[src/rtl/eeprom_poll_writer.sv]
module eeprom_poll_writer #(
  parameter int AW        = 17,
  parameter int PAGE_BITS = 6,
  parameter int MAX_BURST = 4,
  parameter int CLK_NS    = 10,
  parameter int T_WP_NS   = 150,
  parameter int T_WPH_NS  = 50,
  parameter int T_DS_NS   = 100,
  parameter int T_OES_NS  = 10,
  parameter int T_OE_NS   = 100,
  parameter int POLL_MAX  = 1024,
  localparam int LW = (MAX_BURST > 1) ? $clog2(MAX_BURST) : 1
) (
  input  logic                   clk,
  input  logic                   rst_n,
  input  logic                   req_valid,
  output logic                   req_ready,
  input  logic [AW-1:0]          req_addr,
  input  logic [8*MAX_BURST-1:0] req_data,
  input  logic [LW-1:0]          req_len,
  output logic                   done,
  output logic                   timeout,
  output logic [AW-1:0]          mem_addr,
  output logic [7:0]             mem_wdata,
  output logic                   mem_drive,
  input  logic [7:0]             mem_rdata,
  output logic                   mem_ce_n,
  output logic                   mem_oe_n,
  output logic                   mem_we_n
);

  function automatic int to_cyc(int ns);
    int c;
    c = (ns + CLK_NS - 1) / CLK_NS;
    return (c < 1) ? 1 : c;
  endfunction

  localparam int WP_NS   = (T_WP_NS > T_DS_NS) ? T_WP_NS : T_DS_NS;
  localparam int WP_CYC  = to_cyc(WP_NS);
  localparam int WPH_CYC = to_cyc(T_WPH_NS);
  localparam int OES_CYC = to_cyc(T_OES_NS);
  localparam int OE_CYC  = to_cyc(T_OE_NS);
  localparam int TW      = 16;
  localparam int PW      = $clog2(POLL_MAX + 1);

  typedef enum logic [2:0] {S_IDLE, S_OES, S_WLO, S_WHI, S_RD, S_GAP} st_t;

  st_t                    st;
  logic [TW-1:0]          tmr;
  logic [AW-1:0]          base;
  logic [8*MAX_BURST-1:0] dbuf;
  logic [LW-1:0]          len, idx;
  logic [PW-1:0]          pcnt;
  logic [PAGE_BITS-1:0]   off;
  logic [7:0]             cur;
  logic                   unused_rd;

  assign cur       = dbuf[int'(idx)*8 +: 8];
  assign off       = base[PAGE_BITS-1:0] + PAGE_BITS'(idx);
  assign mem_addr  = {base[AW-1:PAGE_BITS], off};
  assign mem_wdata = cur;
  assign req_ready = (st == S_IDLE);
  assign mem_ce_n  = (st == S_IDLE);
  assign mem_we_n  = (st != S_WLO);
  assign mem_oe_n  = (st != S_RD);
  assign mem_drive = (st == S_OES) || (st == S_WLO) || (st == S_WHI);
  assign unused_rd = ^mem_rdata[6:0];

  always_ff @(posedge clk or negedge rst_n) begin
    if (!rst_n) begin
      st      <= S_IDLE;
      tmr     <= '0;
      base    <= '0;
      dbuf    <= '0;
      len     <= '0;
      idx     <= '0;
      pcnt    <= '0;
      done    <= 1'b0;
      timeout <= 1'b0;
    end else begin
      done    <= 1'b0;
      timeout <= 1'b0;
      if (st != S_IDLE && tmr != '0) begin
        tmr <= tmr - 1'b1;
      end else begin
        case (st)
          S_IDLE: if (req_valid) begin
            base <= req_addr;
            dbuf <= req_data;
            len  <= req_len;
            idx  <= '0;
            pcnt <= '0;
            tmr  <= TW'(OES_CYC - 1);
            st   <= S_OES;
          end
          S_OES: begin
            tmr <= TW'(WP_CYC - 1);
            st  <= S_WLO;
          end
          S_WLO: begin
            tmr <= TW'(WPH_CYC - 1);
            st  <= S_WHI;
          end
          S_WHI: begin
            if (idx == len) begin
              tmr <= TW'(OE_CYC - 1);
              st  <= S_RD;
            end else begin
              idx <= idx + 1'b1;
              tmr <= TW'(WP_CYC - 1);
              st  <= S_WLO;
            end
          end
          S_RD: begin
            if (mem_rdata[7] == cur[7]) begin
              done <= 1'b1;
              st   <= S_IDLE;
            end else if (pcnt == PW'(POLL_MAX - 1)) begin
              done    <= 1'b1;
              timeout <= 1'b1;
              st      <= S_IDLE;
            end else begin
              pcnt <= pcnt + 1'b1;
              tmr  <= TW'(WPH_CYC - 1);
              st   <= S_GAP;
            end
          end
          S_GAP: begin
            tmr <= TW'(OE_CYC - 1);
            st  <= S_RD;
          end
          default: st <= S_IDLE;
        endcase
      end
    end
  end

endmodule

[config.mk]
export PLATFORM = sky130hd
export DESIGN_NAME = eeprom_poll_writer
export DESIGN_NICKNAME = d
export VERILOG_FILES = /design/src/rtl/eeprom_poll_writer.sv
export SDC_FILE = /design/constraint.sdc
export NUM_CORES = 1
export LEC_CHECK = 0
export BUFFER_PORTS_ARGS = -buffer_cell sky130_fd_sc_hd__buf_2
export CAP_MARGIN = 10
export CORE_MARGIN = 5
export CORE_UTILIZATION = 55
export CTS_CLUSTER_SIZE = 20
export DETAILED_ROUTE_END_ITERATION = 8
export PLACE_DENSITY_LB_ADDON = 0.15
export SYNTH_ARGS = -nofsm -noshare
export SYNTH_HDL_FRONTEND = slang
export SYNTH_SLANG_ARGS = --single-unit
[constraint.sdc]
create_clock -name clk -period 2.71 [get_ports clk]
set_input_delay 0.1355 -clock clk [delete_from_list [all_inputs] [get_ports clk]]
set_output_delay 0.1355 -clock clk [all_outputs]
set_load 0.03 [all_outputs]
==> run summary, run 1 <==
Final min period -> 2.44 ns
Distinct cells, synth -> 55
Fraction of layout cells with a size suffix above 1 -> 21.5%
Power per Cell Area -> 435 nW/um^2
Average size of a mapped cell -> 9.06 um^2
Clock Sinks -> 85
Drt pass-1 iters -> 5
Placed Instance Area -> 4820 um^2
Synthesized net count -> 548
Mapped Cells -> 480
Top cell type's share of synthesized area -> 48.9%
CP cell instances -> inv_1, ha_1, nor4b_1, and4_1, a21oi_1, or4_1, a21oi_1
Die height -> 98.9 um
Antenna-violating nets left -> 0
VDD IR-drop max -> 0.246 mV
Crit path largest cell delay -> 0.57 ns
Core Region -> 7730 um^2
Gp weighted congestion -> 0.829
Setup Total Neg Slack -> 0 ns
Final Setup Violations -> 0
P_leak -> 2.85 nW
Adder-Cell Fraction of Synth Area -> 1.90%
Wire length on met3 -> 567 um
Worst Skew -> 0.00943 ns
Area of the multi-input gates -> 2000 um^2
Critical path startpoint category -> register
Seq/Total Area, Yosys -> 48.9%
Max-slew headroom -> 28.6%
Starting density of the core -> 56.3%
Final hold vios -> 11
Hpwl dp -> 6340 um
Post-Layout Inst Area -> 5530 um^2
Min setup slack post-route -> 0.273 ns
Async SR Flop Fraction -> 100%
Vias in the first global route -> 3744
Ant diodes -> 0
Most frequent cell after synthesis -> nand2_1
M1 WL -> 4530 um
Tcrit/Tclk final -> 89.9%
WL met2 -> 5210 um
CTS buffer count -> 9
Worst Setup SP -> tmr[0]
Vias -> 3854
Slack of the worst reg-to-reg path -> 0.27 ns
Worst slew pin tran -> 1.07 ns
Wirelength, routed -> 10400 um
Worst-path clk slew -> 0.09 ns
Status -> complete, but fails checks
Synthesized flop and latch total -> 85
Num ports -> 94
Maximum clock insertion buffer count -> 2
Drt drc -> 0
Slowest cell on the critical path -> or4_1
Fillers -> 573
Failing checks -> negative hold slack
Die width -> 98.9 um
Avg Vias per Cell -> 5.45
Buffers and inverters on the worst path -> 1
Count of max-cap constraint violations -> 0
CP top delay family -> simple AND/OR/NAND/NOR gates
TritonCTS clock tree -> yes
FF-to-FF Start -> tmr[0]
Antenna violations before repair -> 0
Die ar. -> 9790 um^2
H-tree levels -> 3
RSZ-0062 raised after global routing -> no
EDFF count, synth -> 0
Row count -> 32
Pre-CTS setup slack -> 0.328 ns
CP endpoint kind -> register
Clk_lat worst skew -> 0.34 ns
Top sig layer -> met4
Avg WL per Cell -> 14.7 um
Cts repair resizes -> 0
Final net count -> 668
CP required -> 2.98 ns
Area growth from synthesis to layout -> 27.1%
Largest family of logic cells by synthesized area -> simple AND/OR/NAND/NOR gates
Xor/xnor share of the synthesized area -> 2.01%
Sequential cell area -> 2130 um^2
GR Overflow Total -> 0
Fin util -> 71.6%
Post-Synth Simple-Gate Area -> 24.9%
I/O Buffers -> 86
Final Slew Violations -> 0
Data arrival time of the critical path -> 2.70 ns
First-pass GRT wire length -> 17500 um
Worst-path maximum fanout -> 16
Synth area leaders -> dfrtp_1 49%, nand2_1 15%, mux4_2 4.1%, a21oi_1 2.5%, buf_4 2.1%
Largest net degree at the start of global routing -> 86
Post-synthesis mux area share -> 4.83%
Worst setup path category -> register to register
Synth Area in Compound Gates -> 12.3%
Area leader, netlist -> dfrtp_1
Highest clock rate -> 410 MHz
Post-synthesis cell area -> 4350 um^2
Synth cell count leaders -> 174 x nand2_1, 85 x dfrtp_1, 22 x a21oi_1, 18 x clkbuf_1, 14 x nor2_1
Top_reg_cell synth -> dfrtp_1
Most frequent CP cell -> a21oi_1
Ys Warns -> 0
Hold WC Path Type -> input port to asynchronous set/reset pin
Starting DRT DRC Count -> 209
Fin Hold WS -> -0.0159 ns
GR Util All Layers -> 21.6%
Root Buffer -> clkbuf_8
## state kept, by name, indices dropped and copies added (netlist names)
name and count:
done 1, len 2, pcnt 11, st 3, dbuf 32, idx 2, tmr 16, timeout 1
base 17
## path summary, 6_finish.rpt
kind	cells after the start	end
setup / recovery	7	pcnt[8]
hold / removal	1	tmr[14]
setup reg to reg	7	pcnt[8]
hold reg to reg	2	dbuf[27]
max in group asynchronous	1	dbuf[31]
min in group clk	3	len[0]
## worst register-to-register path, cell delays in order (launching register included)
cell     delay, ns
dfrtp_1       0.42
inv_1         0.12
ha_1          0.17
nor4b_1       0.31
and4_1        0.29
a21oi_1       0.32
or4_1         0.58
a21oi_1       0.16
## per-layer routing
layer | up-vias | GRT usage (%)
met5 | - | 0
met4 | 0 | 5.57
met3 | 6 | 4.25
met2 | 129 | 36.1
met1 | 1843 | 29.0
li1 | 1876 | -
## report_power, final
part	internal, mW	switching [mW]	total (mW)	leakage [nW]
Clock	0.547	0.459	1.01	0.106
Combinational	0.0771	0.0549	0.132	1.62
Sequential	1.27	0.000000000128	1.27	1.13
## per-stage QoR
step	std cells	power, mW
2_1_floorplan	480	1.30
3_3_place_gp	643	1.37
6_report	707	2.40
4_1_cts	707	2.43
3_5_place_dp	643	1.37
5_1_grt	707	2.50
## placed cells by master, fill, tap and decap left out, types with 3 or more instances in the layout
cell           synthesis  routed
nand2_1              174     173
nand2b_1               3       3
o31ai_1                7       7
nand4_1                7       7
nor2_1                14      14
inv_1                 11      11
a21oi_1               22      22
ha_1                   5       5
o21a_1                 3       3
dlygate4sd3_1          0      48
buf_4                 12      11
nand3_1                7       7
nor3_1                10      10
buf_2                  5      85
clkbuf_8               0      10
and2_1                 4       3
a31oi_1                8       8
and3_1                 4       4
or4_1                  6       6
mux4_2                 8       8
o21ai_0               10      10
dfrtp_1               85      85
mux2i_1                3       3
nor4_1                 4       4
xnor2_1                6       6
xor2_1                 4       4
## timing repair
item,in CTS,in global routing
hold buffers,48,0
buffers inserted,0,0
hold endpoints to repair,48,0
endpoints found under the setup margin,0,0
## logic make-up after synthesis
| kind of cell | after synthesis |
|---|---|
| XOR/XNOR | 10 |
| AND/OR/NAND/NOR | 246 |
| AO/OA/AOI/OAI | 75 |
| buffers and inverters | 47 |
| flip-flops | 85 |
| adder cells (fa/ha/maj) | 6 |
| multiplexers | 11 |
## layout make-up
| class | count | area share (%) |
|---|---|---|
| timing repair buffer | 145 | 18.2 |
| multi-input combinational | 348 | 36.2 |
| inverter | 11 | 0.747 |
| tap | 102 | 2.31 |
| clock buffer | 11 | 2.56 |
| sequential | 85 | 38.5 |
| clock inverter | 5 | 1.52 |
Power figures use the tool's default switching activity.
==> run 2, diff against run 1 <==
Settings changed: HOLD_SLACK_MARGIN from default to 0.1, REMOVE_ABC_BUFFERS from default to 1.
==> run 2 against run 1 <==
Core utilization rose by 0.71 points; fmax fell by 2.3%; sequential share of layout area fell by 0.38 points; critical path depth did not move; cell count rose by 1.4%; the flow now finishes without violations; via count rose by 2.8%; clock power fell by 8%; critical endpoint is now pcnt[4]; flip-flop and latch count did not move; routed wire length rose by 3.7%; combinational power rose by 7%; die area did not move.
==> run summary, run 2 (same netlist as run 1, synthesis figures left out) <==
Crit path largest cell delay -> 0.55 ns (-0.02 ns)
Clock Sinks -> 85 (unchanged)
CP cell instances -> inv_1, ha_1, nor4b_1, and4_1, a21oi_1, or4_1, a21oi_1
GR Overflow Total -> 0 (unchanged)
Maximum clock insertion buffer count -> 2 (unchanged)
Avg Vias per Cell -> 5.52 (+1.3%)
Status -> complete, no violations
CP required -> 2.98 ns (about the same)
Worst-path clk slew -> 0.09 ns (about the same)
CP top delay family -> simple AND/OR/NAND/NOR gates
Count of max-cap constraint violations -> 0 (unchanged)
Min setup slack post-route -> 0.214 ns (-0.0584 ns)
Largest net degree at the start of global routing -> 61 (-29%)
Antenna violations before repair -> 0 (unchanged)
Avg WL per Cell -> 15.0 um (+2.3%)
Buffers and inverters on the worst path -> 1 (unchanged)
Max reg flops -> 32 (unchanged)
P_leak -> 2.88 nW (+0.86%)
RSZ-0062 raised after global routing -> no
Fin Hold WS -> 0.181 ns (+0.197 ns)
Slowest cell on the critical path -> or4_1
Largest reg by FF count -> dbuf
Tcrit/Tclk final -> 92.1% (+2.2 points)
Final Setup Violations -> 0 (unchanged)
Cts repair resizes -> 0 (unchanged)
Worst setup path category -> register to register
Starting DRT DRC Count -> 186 (-11%)
Final net count -> 678 (+1.5%)
VDD IR-drop max -> 0.308 mV (+25%)
CTS buffer count -> 9 (unchanged)
Pre-CTS setup slack -> 0.239 ns (-0.0895 ns)
Finished Layout Cells -> 717 (+1.4%)
Drt pass-1 iters -> 4 (-1)
Core Region -> 7730 um^2 (unchanged)
Setup bufs post-CTS -> 0 (unchanged)
Final Slew Violations -> 0 (unchanged)
Drt drc -> 0 (unchanged)
Starting density of the core -> 56.3% (unchanged)
I/O Buffers -> 86 (unchanged)
CP endpoint kind -> register
Root Buffer -> clkbuf_8
Data arrival time of the critical path -> 2.76 ns (+0.06 ns)
Row count -> 32 (unchanged)
Hold WC Path Type -> input port to register
Fin util -> 72.3% (+0.71 points)
Vias -> 3960 (+2.8%)
Max-slew headroom -> 39.8% (+11 points)
Highest clock rate -> 401 MHz (-2.3%)
Final hold vios -> 0 (-11)
H-tree levels -> 3 (unchanged)
Worst Skew -> 0.0115 ns (+0.00208 ns)
Worst-path maximum fanout -> 13 (-3)
Largest registers -> dbuf x32, base x17, tmr x16
Most frequent cells in the layout -> 173 x nand2_1, 85 x dfrtp_1, 85 x buf_2
Hold Buf Count CTS -> 53 (+10%)
TritonCTS clock tree -> yes
Hpwl dp -> 6670 um (+5.2%)
Worst slew pin tran -> 0.904 ns (-0.167 ns)
GR Util All Layers -> 22.8% (+1.2 points)
First-pass GRT wire length -> 18400 um (+5.0%)
Power per Cell Area -> 419 nW/um^2 (-3.6%)
Antenna-violating nets left -> 0 (unchanged)
Ant diodes -> 0 (unchanged)
Final min period -> 2.50 ns (+0.0584 ns)
Area growth from synthesis to layout -> 28.4%
Critical path startpoint category -> register
Vias in the first global route -> 3985 (+6.4%)
Placed insts -> 648 (+0.78%)
Die height -> 98.9 um (unchanged)
Die ar. -> 9790 um^2 (unchanged)
Wirelength, routed -> 10700 um (+3.7%)
Most frequent CP cell -> a21oi_1
Commonest non-fill, non-tap cell in the layout -> nand2_1
Clk_lat worst skew -> 0.36 ns (+0.02 ns)
Die width -> 98.9 um (unchanged)
Fillers -> 559 (-2.4%)
Num ports -> 94 (unchanged)
Setup Total Neg Slack -> 0 ns (unchanged)
Fraction of layout cells with a size suffix above 1 -> 22.1% (+0.63 points)
Gp weighted congestion -> 0.804 (-3.1%)
run 2: layout make-up:
class	instances	area (um^2)	share of cell area (%)
repair buffers	155	1080	19.4
well taps	102	128	2.29
flip-flops and latches	85	2130	38.1
clock buffers	9	124	2.22
clock inverters	7	81.3	1.46
multi-input cells	348	2000	35.8
inverters	11	41.3	0.739
run 2: final timing paths:
check / start / to / slack [ns] / cells past startpoint
worst max-delay path: tmr[0] / pcnt[4] / 0.21 / 7
worst min-delay path: mem_rdata[7] / timeout / 0.18 / 3
worst max register to register: tmr[0] / pcnt[4] / 0.21 / 7
worst min register to register: base[13] / base[13] / 0.47 / 2
max in group asynchronous: rst_n / base[0] / 1.63 / 3
min in group asynchronous: rst_n / tmr[14] / 0.35 / 2
run 2: layer usage:
metal	vias to the layer above	track usage, %	part of all wire, %
met5	-	0	0
li1	1897	-	-
met4	0	5.67	1.6
met1	1937	30.1	43
met3	16	5.80	5.4
met2	110	37.8	50
run 2: worst reg2reg max path, delay by kind of cell, from the launching register on:
family	cells	cell delay (ns)
simple gates	3	1.24
compound gates	2	0.49
flops	1	0.42
fa+ha+maj	1	0.17
buf+inv	1	0.12
run 2: through the flow:
step           power [mW]  instance area [um^2]
6_report             2.34                  5580
5_1_grt              2.43                  5580
4_1_cts              2.35                  5580
3_5_place_dp         1.37                  4850
3_3_place_gp         1.37                  4850
2_1_floorplan        1.30                  4160
run 2: report_power, final:
| group | switching [mW] | internal, mW |
|---|---|---|
| clock | 0.497 | 0.437 |
| combinational | 0.0572 | 0.0838 |
| sequential | 0.000000000133 | 1.27 |
==> run 3, diff against run 2 <==
Settings changed: CORE_UTILIZATION 55 to 56, CTS_BUF_LIST from default to sky130_fd_sc_hd__clkbuf_2 sky130_fd_sc_hd__clkbuf_4 sky130_fd_sc_hd__clkbuf_8, SKIP_CTS_REPAIR_TIMING from default to 1.
==> run 3 against run 2 <==
Die area shrank 1.6%; fmax grew 0.55%; cell count shrank 0.42%; combinational power shrank 3%; sequential share of layout area is essentially flat; routed wire length grew 2.8%; critical path type unchanged; highest routed layer unchanged.
==> run summary, run 3 (same netlist as run 1, synthesis figures left out) <==
Status -> complete, no violations
Fin util -> 73.0% (+0.71 points)
Commonest non-fill, non-tap cell in the layout -> nand2_1
CP endpoint kind -> register
Avg Vias per Cell -> 5.49 (-0.52%)
Hold Path Origin -> mem_rdata[7]
Final Setup Violations -> 0 (unchanged)
CP cell instances -> inv_1, ha_1, nor4b_1, and4_1, buf_4, nand2_1, o311ai_4, a221o_1
Critical path startpoint category -> register
Drt drc -> 0 (unchanged)
Worst slew pin tran -> 1.06 ns (+0.156 ns)
Die height -> 98.1 um (-0.80%)
P_leak -> 2.88 nW (about the same)
Antenna-violating nets left -> 0 (unchanged)
Maximum clock insertion buffer count -> 2 (unchanged)
WHS Path Cells -> 3 (unchanged)
Largest registers -> dbuf x32, base x17, tmr x16
Top sig layer -> met4
Placed insts -> 646 (-0.31%)
H-tree levels -> 3 (unchanged)
Hold WC Path Type -> input port to register
CP required -> 3.00 ns (+0.02 ns)
Max-slew headroom -> 29.3% (-10 points)
Reg2reg path depth -> 8 (+1)
Max reg flops -> 32 (unchanged)
Gp weighted congestion -> 0.816 (+1.5%)
Final min period -> 2.48 ns (-0.0136 ns)
Starting density of the core -> 56.9% (+0.59 points)
Row count -> 32 (unchanged)
Worst-path clk slew -> 0.09 ns (about the same)
Wire length on met3 -> 689 um (+18%)
RSZ-0062 raised after global routing -> no
Ant diodes -> 0 (unchanged)
Largest net degree at the start of global routing -> 86 (+41%)
M1 WL -> 4560 um (-1.6%)
Highest clock rate -> 403 MHz (+0.55%)
Power per Cell Area -> 435 nW/um^2 (+3.6%)
Slowest cell on the critical path -> o311ai_4
GR Util All Layers -> 20.7% (-2.1 points)
Worst-path maximum fanout -> 9 (-4)
Final Slew Violations -> 0 (unchanged)
Final hold vios -> 0 (unchanged)
Finished Layout Cells -> 714 (-0.42%)
Area growth from synthesis to layout -> 28.3% (about the same)
Worst setup path category -> register to register
Vias -> 3923 (-0.93%)
Worst Skew -> 0.00695 ns (-0.00456 ns)
Clock Sinks -> 85 (unchanged)
Sequential cell area -> 2130 um^2 (unchanged)
TritonCTS clock tree -> yes
Count of max-cap constraint violations -> 0 (unchanged)
First-pass GRT wire length -> 16600 um (-9.7%)
Root Buffer -> clkbuf_8
Tcrit/Tclk final -> 91.6% (-0.50 points)
Data arrival time of the critical path -> 2.77 ns (about the same)
Vias in the first global route -> 3659 (-8.2%)
Min setup slack post-route -> 0.228 ns (+0.0136 ns)
Area of the multi-input gates -> 2000 um^2 (unchanged)
Die width -> 98.1 um (-0.80%)
Crit path largest cell delay -> 0.46 ns (-0.09 ns)
Min-Delay Endpoint -> timeout
Slack of the worst reg-to-reg path -> 0.23 ns (about the same)
CTS buffer count -> 9 (unchanged)
VDD IR-drop max -> 0.255 mV (-17%)
Clk_lat worst skew -> 0.35 ns (about the same)
Buffers and inverters on the worst path -> 2 (+1)
Starting DRT DRC Count -> 164 (-12%)
FF-to-FF Start -> tmr[0]
Die ar. -> 9630 um^2 (-1.6%)
Fraction of layout cells with a size suffix above 1 -> 21.9% (-0.22 points)
Final net count -> 675 (-0.44%)
Antenna violations before repair -> 0 (unchanged)
Wirelength, routed -> 11100 um (+2.8%)
GR Overflow Total -> 0 (unchanged)
Worst flop-to-flop path endpoint -> tmr[0]
Fillers -> 542 (-3.0%)
Num ports -> 94 (unchanged)
Largest reg by FF count -> dbuf
WL met2 -> 5670 um (+5.7%)
Avg WL per Cell -> 15.5 um (+3.3%)
Pre-CTS setup slack -> 0.343 ns (+0.104 ns)
Core Region -> 7650 um^2 (-1.0%)
CP top delay family -> simple AND/OR/NAND/NOR gates
Most frequent cells in the layout -> 173 x nand2_1, 85 x dfrtp_1, 85 x buf_2
Hpwl dp -> 6540 um (-1.9%)
I/O Buffers -> 86 (unchanged)
Drt pass-1 iters -> 4 (unchanged)
run 3: through the flow:
stage	TNS [ns]	power [mW]	cell area, um^2	hold WS, ns
floorplan	-23.49	1.30	4160	-0.160
global placement	0	1.37	4830	0.324
detailed placement	0	1.37	4830	0.328
CTS	0	2.38	5060	-0.0418
global route	0	2.50	5580	0.199
finish	0	2.43	5580	0.181
run 3: layout make-up:
cell class,count,area share [%]
sequential,85,38.1
multi-input combinational,348,35.8
timing repair buffer,152,19.0
clock buffer,10,2.35
tap,102,2.29
clock inverter,6,1.70
inverter,11,0.740
run 3: worst max-delay path by stage:
stage	start	endpoint	slack, ns	cells past startpoint
after floorplan	st[0]	pcnt[3]	-1.19	5
after CTS	tmr[0]	tmr[0]	0.34	8
final	tmr[0]	tmr[0]	0.23	8
after global placement	tmr[0]	tmr[0]	0.41	8
after detailed placement	tmr[0]	tmr[0]	0.34	8
after global routing	tmr[0]	tmr[0]	0.18	8
run 3: power breakdown:
group	internal, mW	switching [mW]
Sequential	1.27	0.000000000133
Combinational	0.0810	0.0563
Clock	0.539	0.481
run 3: worst reg2reg max path: cells and delay by family, from the launching register on:
| kind | cells | cell delay [ns] |
|---|---|---|
| AOI/OAI and AO/OA | 2 | 0.70 |
| adders and majority gates | 1 | 0.17 |
| buffers and inverters | 2 | 0.31 |
| DFF | 1 | 0.42 |
| and+or+nand+nor | 3 | 0.82 |
run 3: routing by layer:
layer,global-route usage [%],up-vias
li1,-,1890
met1,26.5,1903
met2,35.8,115
met3,4.79,15
met4,5.15,0
met5,0,-
